**src/rtl/mpr_pkg.sv**
```systemverilog
package mpr_pkg;
   localparam int BASE_VALID_BIT = 0;
   localparam int PERM_UW_BIT    = 4;
   localparam int PERM_UR_BIT    = 5;
   localparam int PERM_KW_BIT    = 7;
   localparam int PERM_KR_BIT    = 8;
   localparam int PERM_NCC_BIT   = 12;
   localparam int PERM_NCD_BIT   = 13;
   localparam int PERM_NV_BIT    = 14;
   localparam int CTRL_EN_BIT    = 30;
   localparam int SIZE_CODE_MIN  = 4;

   typedef struct packed {
      logic hit;
      logic allow;
      logic nc_code;
      logic nc_data;
      logic nv;
   } mpr_verdict_t;
endpackage

```
**src/rtl/mpr_desc_store.sv**
```systemverilog
module mpr_desc_store #(
   parameter int AW        = 32,
   parameter int SLOTS     = 16,
   parameter int NUM_BANKS = 2,
   localparam int NREG     = SLOTS * NUM_BANKS,
   localparam int SLOT_W   = $clog2(SLOTS),
   localparam int BANK_W   = $clog2(NUM_BANKS),
   localparam int CFG_AW   = SLOT_W + 2
) (
   input  logic                      clk,
   input  logic                      rst_n,
   input  logic                      cfg_we,
   input  logic [CFG_AW-1:0]         cfg_addr,
   input  logic [AW-1:0]             cfg_wdata,
   output logic [AW-1:0]             cfg_rdata,
   output logic [NREG-1:0][AW-1:0]   base_q,
   output logic [NREG-1:0][AW-1:0]   perm_q,
   output logic                      en_q
);
   import mpr_pkg::*;

   logic [BANK_W-1:0]       bank_q;
   logic                    is_ctrl;
   logic                    sel_perm;
   logic [SLOT_W+BANK_W-1:0] gidx;

   assign is_ctrl  = cfg_addr[CFG_AW-1];
   assign sel_perm = cfg_addr[0];
   assign gidx     = {bank_q, cfg_addr[SLOT_W:1]};

   always_ff @(posedge clk or negedge rst_n) begin
      if (!rst_n) begin
         base_q <= '0;
         perm_q <= '0;
         en_q   <= 1'b0;
         bank_q <= '0;
      end else if (cfg_we) begin
         if (is_ctrl) begin
            en_q   <= cfg_wdata[CTRL_EN_BIT];
            bank_q <= cfg_wdata[BANK_W-1:0];
         end else if (sel_perm) begin
            perm_q[gidx] <= cfg_wdata;
         end else begin
            base_q[gidx] <= cfg_wdata;
         end
      end
   end

   always_comb begin
      cfg_rdata = '0;
      if (is_ctrl) begin
         cfg_rdata[CTRL_EN_BIT]  = en_q;
         cfg_rdata[BANK_W-1:0]   = bank_q;
      end else if (sel_perm) begin
         cfg_rdata = perm_q[gidx];
      end else begin
         cfg_rdata = base_q[gidx];
      end
   end

   p_bank_r2: assert property (@(posedge clk) disable iff (!rst_n)
      (cfg_we && is_ctrl) |=> (bank_q == $past(cfg_wdata[BANK_W-1:0])))
      else $error("control write did not set bank field");
endmodule

```
**src/rtl/mpr_region_match.sv**
```systemverilog
module mpr_region_match #(
   parameter int AW   = 32,
   parameter int NREG = 32
) (
   input  logic                    en,
   input  logic [AW-1:0]           addr,
   input  logic [NREG-1:0][AW-1:0] base_q,
   input  logic [NREG-1:0][AW-1:0] perm_q,
   output logic [NREG-1:0]         match_vec
);
   import mpr_pkg::*;

   for (genvar gi = 0; gi < NREG; gi++) begin : g_region
      logic [4:0]    code;
      logic [4:0]    code_eff;
      logic [AW-1:0] keep;

      assign code     = {perm_q[gi][11:9], perm_q[gi][1:0]};
      assign code_eff = (code < 5'(SIZE_CODE_MIN)) ? 5'(SIZE_CODE_MIN) : code;

      always_comb begin
         for (int b = 0; b < AW; b++) begin
            keep[b] = (b > int'(code_eff));
         end
      end

      assign match_vec[gi] = en && base_q[gi][BASE_VALID_BIT] &&
                             (((addr ^ base_q[gi]) & keep) == '0);
   end
endmodule

```
**src/rtl/mpr_prio_select.sv**
```systemverilog
module mpr_prio_select #(
   parameter int NREG  = 32,
   localparam int IDX_W = $clog2(NREG)
) (
   input  logic [NREG-1:0]  match_vec,
   output logic             any_hit,
   output logic [IDX_W-1:0] win_idx
);
   always_comb begin
      win_idx = '0;
      for (int i = NREG - 1; i >= 0; i--) begin
         if (match_vec[i]) win_idx = IDX_W'(i);
      end
   end

   assign any_hit = |match_vec;
endmodule

```
**src/rtl/mpr_region_guard.sv**
```systemverilog
module mpr_region_guard #(
   parameter int AW        = 32,
   parameter int SLOTS     = 16,
   parameter int NUM_BANKS = 2,
   localparam int NREG     = SLOTS * NUM_BANKS,
   localparam int IDX_W    = $clog2(NREG),
   localparam int CFG_AW   = $clog2(SLOTS) + 2
) (
   input  logic              clk,
   input  logic              rst_n,
   input  logic              cfg_we,
   input  logic [CFG_AW-1:0] cfg_addr,
   input  logic [AW-1:0]     cfg_wdata,
   output logic [AW-1:0]     cfg_rdata,
   input  logic              acc_req,
   input  logic [AW-1:0]     acc_addr,
   input  logic              acc_user,
   input  logic              acc_write,
   output logic              res_valid,
   output logic              res_hit,
   output logic [IDX_W-1:0]  res_region,
   output logic              res_allow,
   output logic              res_nc_code,
   output logic              res_nc_data,
   output logic              res_nv
);
   import mpr_pkg::*;

   if (AW < 32) begin : g_bad_aw
      $error("AW must be at least 32 for the control word layout");
   end
   if ((SLOTS & (SLOTS - 1)) != 0 || SLOTS < 2) begin : g_bad_slots
      $error("SLOTS must be a power of two of at least 2");
   end
   if ((NUM_BANKS & (NUM_BANKS - 1)) != 0 || NUM_BANKS < 2) begin : g_bad_banks
      $error("NUM_BANKS must be a power of two of at least 2");
   end

   logic [NREG-1:0][AW-1:0] base_q;
   logic [NREG-1:0][AW-1:0] perm_q;
   logic                    en_q;
   logic [NREG-1:0]         match_vec;
   logic                    any_hit;
   logic [IDX_W-1:0]        win_idx;
   logic [AW-1:0]           win_perm;
   mpr_verdict_t            vd;

   mpr_desc_store #(.AW(AW), .SLOTS(SLOTS), .NUM_BANKS(NUM_BANKS)) u_store (
      .clk(clk), .rst_n(rst_n), .cfg_we(cfg_we), .cfg_addr(cfg_addr),
      .cfg_wdata(cfg_wdata), .cfg_rdata(cfg_rdata),
      .base_q(base_q), .perm_q(perm_q), .en_q(en_q));

   mpr_region_match #(.AW(AW), .NREG(NREG)) u_match (
      .en(en_q), .addr(acc_addr), .base_q(base_q), .perm_q(perm_q),
      .match_vec(match_vec));

   mpr_prio_select #(.NREG(NREG)) u_prio (
      .match_vec(match_vec), .any_hit(any_hit), .win_idx(win_idx));

   assign win_perm = perm_q[win_idx];

   always_comb begin
      vd = '0;
      if (any_hit) begin
         vd.hit     = 1'b1;
         vd.nc_code = win_perm[PERM_NCC_BIT];
         vd.nc_data = win_perm[PERM_NCD_BIT];
         vd.nv      = win_perm[PERM_NV_BIT];
         if (acc_user) vd.allow = acc_write ? win_perm[PERM_UW_BIT] : win_perm[PERM_UR_BIT];
         else          vd.allow = acc_write ? win_perm[PERM_KW_BIT] : win_perm[PERM_KR_BIT];
      end else begin
         vd.allow = !acc_user;
      end
   end

   always_ff @(posedge clk or negedge rst_n) begin
      if (!rst_n) begin
         res_valid   <= 1'b0;
         res_hit     <= 1'b0;
         res_region  <= '0;
         res_allow   <= 1'b0;
         res_nc_code <= 1'b0;
         res_nc_data <= 1'b0;
         res_nv      <= 1'b0;
      end else begin
         res_valid <= acc_req;
         if (acc_req) begin
            res_hit     <= vd.hit;
            res_region  <= any_hit ? win_idx : '0;
            res_allow   <= vd.allow;
            res_nc_code <= vd.nc_code;
            res_nc_data <= vd.nc_data;
            res_nv      <= vd.nv;
         end
      end
   end

   p_resp_lat_r10: assert property (@(posedge clk) disable iff (!rst_n)
      acc_req |=> res_valid) else $error("result valid missing");
   p_idle_r10: assert property (@(posedge clk) disable iff (!rst_n)
      !acc_req |=> !res_valid) else $error("spurious result valid");
   p_disabled_r7: assert property (@(posedge clk) disable iff (!rst_n)
      (acc_req && !en_q) |=> !res_hit) else $error("hit while disabled");
   p_default_r8: assert property (@(posedge clk) disable iff (!rst_n)
      (res_valid && !res_hit) |-> (res_allow == !$past(acc_user)))
      else $error("miss policy violated");
   p_prio_r5: assert property (@(posedge clk) disable iff (!rst_n)
      (res_valid && res_hit) |->
         ((($past(match_vec) >> res_region) & NREG'(1)) == NREG'(1) &&
          ($past(match_vec) & ((NREG'(1) << res_region) - NREG'(1))) == '0))
      else $error("reported region not the lowest match");
endmodule

```
**config.mk**
```make
export PLATFORM = sky130hd
export DESIGN_NAME = mpr_region_guard
export DESIGN_NICKNAME = d
export VERILOG_FILES = /design/src/rtl/mpr_pkg.sv /design/src/rtl/mpr_desc_store.sv /design/src/rtl/mpr_region_match.sv /design/src/rtl/mpr_prio_select.sv /design/src/rtl/mpr_region_guard.sv
export SDC_FILE = /design/constraint.sdc
export NUM_CORES = 2
export LEC_CHECK = 0
export BUFFER_PORTS_ARGS = -buffer_cell sky130_fd_sc_hd__buf_4
export CAP_MARGIN = 20
export CORE_MARGIN = 5
export CORE_UTILIZATION = 55
export DETAILED_ROUTE_END_ITERATION = 12
export PLACE_DENSITY = 0.71
export SLEW_MARGIN = 5
export SYNTH_ARGS = -nofsm -noshare
export SYNTH_HDL_FRONTEND = slang
export SYNTH_SLANG_ARGS = --single-unit
```
**constraint.sdc**
```tcl
create_clock -name clk -period 5.7 [get_ports clk]
set_input_delay 0.57 -clock clk [delete_from_list [all_inputs] [get_ports clk]]
set_output_delay 0.57 -clock clk [all_outputs]
set_load 0.02 [all_outputs]
```
==> impl_metrics.csv <==
group,metric,value,unit
status,status,"complete, no violations",
critical_path,cp.required,6490,ps
place,dp_hpwl,299000,um
drt,detail-route-antenna-nets,0,
sta,slew_headroom,18.4,%
drt,totalWireLength,440000,um
yosys,yosysUniqueCellTypes,105,
critical_path,cp.arrival,6250,ps
worst_hold_path,hold_path.class,"in -> reg",
clock_tree,htreeDepth,4,
sta,hold_viol,0,
place,gp_congestion,1.05,
cells_and_area,most-common-layout-cells,"2059 x dfrtp_1, 2034 x mux2_2, 538 x mux4_2",
global_route,grt_antenna_before_repair,28,
floorplan,coreArea,0.207,mm^2
sta,period_share,95.8,%
global_route,grt_pass1_wl,628000,um
yosys,synthXorXnorAreaFrac,6.61,%
critical_path,cp_max_fo,26,
sta,tns,0,ps
power,peakVddDrop,0.378,mV
sta,drv_slew,0,
drt,drtPass1Iterations,6,
yosys,synth_compound_area_share,8.27,%
sta,setup_ws,241,ps
clock_tree,clockBufferDepth,3,
run,cap_violations,0,
power,p_total,0.0406,W
yosys,synth_top_area_share,44.9,%
critical_path,worst_r2r_startpoint,"u_store.perm_q[107]",
yosys,yosysTopAreaCell,"dfrtp_1",
cells_and_area,final_util,61.5,%
drt,wl_per_cell,36.6,um
global_route,grt_max_degree,171,
sta,worst_hold_slack,48.9,ps
global_route,grt_remaining_overflow,0,
cells_and_area,final_common_cell,"dfrtp_1",
critical_path,crit_type,"reg -> reg",
clock_tree,cts_buffers,219,
drt,vias,84500,
yosys,synth_top_family_by_area,"multiplexers",
yosys,syn-num-nets,9271,
clock_tree,worst_skew_pair.late_latency,910,ps
yosys,ys_async_sr_fraction,100,%
global_route,grt_usage,40.1,%
yosys,synth.cell_area,0.115,mm^2
critical_path,crit_start,"u_store.perm_q[107]",
sta,rsz0062_at_grt,"false",
critical_path,worst_setup_path_start_kind,"register",
drt,drc,0,
yosys,synth_edf_count,0,
yosys,synth-simple-area-share,4.65,%
critical_path,cp-end-kind,"register",
sta,period_minus_slack,5460,ps
yosys,synth_seq_cells,2061,
yosys,yosys-mux-area-fraction,31.7,%
drt,drt-vias-per-instance,7.03,
power,powerDensity,318,mW/mm^2
floorplan,die_height,467,um
yosys,yosys.area_share.adder,0.0436,%
worst_hold_path,hp-start,"acc_write",
sta,skew,52.6,ps
yosys,ys.flop_type,"dfrtp_1",
cells_and_area,nets,9110,
clock_tree,post_cts_buffers,0,
clock_tree,root_buffer,"clkbuf_16",
cells_and_area,drive_gt1_share,39.3,%
clock_tree,tritoncts,"yes",
floorplan,rows,167,
yosys,yosysSeqAreaShare,44.9,%
floorplan,top_level_ports,119,
global_route,grt_pass1_vias,83800,
sta,fmax,0.183,GHz
cells_and_area,area_growth,11.2,%
yosys,synth_area_leaders,"dfrtp_1 45%, mux2_2 20%, mux4_2 11%, xor2_1 3.7%, xnor2_1 2.9%",
place,io_buffers,113,
floorplan,dieWidth,467,um
yosys,synth-warning-count,0,
place,dp_slack,-33.0,ps
drt,drt_iter0_markers,11000,
clock_tree,clock-sinks,2061,
floorplan,start_util,55.3,%
sta,finalSetupViolCount,0,
floorplan,die-area,0.218,mm^2
yosys,syn_inst,9195,
yosys,syn_avg_cell_area,12.5,um^2
sta,worst_pin_slew,1220,ps
power,power_leakage,57.3,nW
clock_tree,clk_pin_slew,60,ps
==> path summary, 6_finish.rpt <==
kind	endpoint	slack (ps)	cells after the start
setup / recovery	res_nc_data	240	16
hold / removal	res_allow	50	3
setup reg to reg	res_nc_data	240	16
hold reg to reg	u_store.base_q[450]	500	1
max in group asynchronous	u_store.base_q[353]	3700	3
min in group asynchronous	u_store.base_q[865]	350	2
==> worst max-delay path, cell delays in order, from the launching register on <==
cell and delay [ps]:
dfrtp_1 550, or3_1 590, a22oi_1 250, a211o_1 270, a2111oi_0 130, o2111ai_1 620
nand4_1 210, or3_1 500, a211oi_4 460, buf_12 270, mux2_1 350, nand2_1 60
o21ai_0 80, mux4_2 500, nand2_1 90, a21oi_1 100, mux2_2 280
==> stage by stage <==
stage | std cells | instance area, um^2
floorplan | 9195 | 115000
global placement | 11600 | 120000
detailed placement | 11600 | 120000
CTS | 12000 | 128000
global route | 12000 | 128000
finish | 12000 | 128000
==> final cells by class <==
type / instances / area (um^2)
diodes: 12 / 30.0
clock inverters: 93 / 1490
clock buffers: 311 / 6320
flip-flops and latches: 2061 / 51600
inverters: 79 / 298
multi-input cells: 6095 / 59200
well taps: 2788 / 3490
repair buffers: 578 / 5230
fillers: 16100 / 79800
==> cells in the mapped netlist (13+ instances only) <==
master / number
dfrtp_1: 2061
mux2_2: 2034
clkbuf_1: 614
mux4_2: 538
xor2_1: 479
nand2_1: 401
xnor2_1: 384
a21oi_1: 328
o21ai_0: 321
nor2_1: 198
buf_1: 187
nand3_1: 130
mux2i_1: 125
buf_2: 87
o211ai_1: 79
inv_1: 78
nor3_1: 77
a22oi_1: 76
nand4_1: 72
a31oi_1: 62
a221oi_1: 60
a211oi_1: 52
o2111ai_1: 48
o31ai_1: 47
buf_4: 38
a22o_1: 36
buf_6: 33
o22ai_1: 32
and2_1: 31
nor4_1: 31
or3_1: 28
o21a_1: 27
and3_1: 21
a2111oi_0: 18
o31a_1: 18
a21o_1: 17
a41oi_1: 17
nor2b_1: 16
nand2b_1: 15
or2_2: 14
a21boi_0: 13
a311oi_1: 13
==> cells by family after synthesis <==
group                    after synthesis
multiplexers                        2705
XOR/XNOR                             865
flip-flops                          2061
buffers and inverters               1039
adder cells (fa/ha/maj)                5
AO/OA/AOI/OAI                       1416
AND/OR/NAND/NOR                     1104
==> metal layers <==
layer,track usage (%),wire length (um),vias to the layer above
met3,9.47,45200,1191
met5,0,103,-
met4,23.7,32700,14
li1,-,-,33700
met2,59.0,192000,5074
met1,54.4,170000,44500
==> flip-flops by register name (all words and copies together) (netlist names) <==
| name | cells |
|---|---|
| res_valid | 1 |
| res_hit | 1 |
| res_nc_data | 1 |
| res_nc_code | 1 |
| res_nv | 1 |
| u_store.bank_q | 1 |
| u_store.base_q | 1024 |
| res_allow | 1 |
| u_store.en_q | 1 |
| u_store.perm_q | 1024 |
| res_region | 5 |
==> repair_timing <==
item                       4_1_cts  5_1_grt
hold buffers                     2        0
resized for setup                1        2
hold endpoints to repair        85        0
gates cloned                     0        0
setup endpoints to repair        1        4
==> power breakdown <==
part | total [W] | switching (W) | internal (W)
registers | 0.0177 | 0.00160 | 0.0161
logic | 0.00747 | 0.00422 | 0.00324
clock network | 0.0154 | 0.00644 | 0.00898
(Power assumes the default switching activity.)
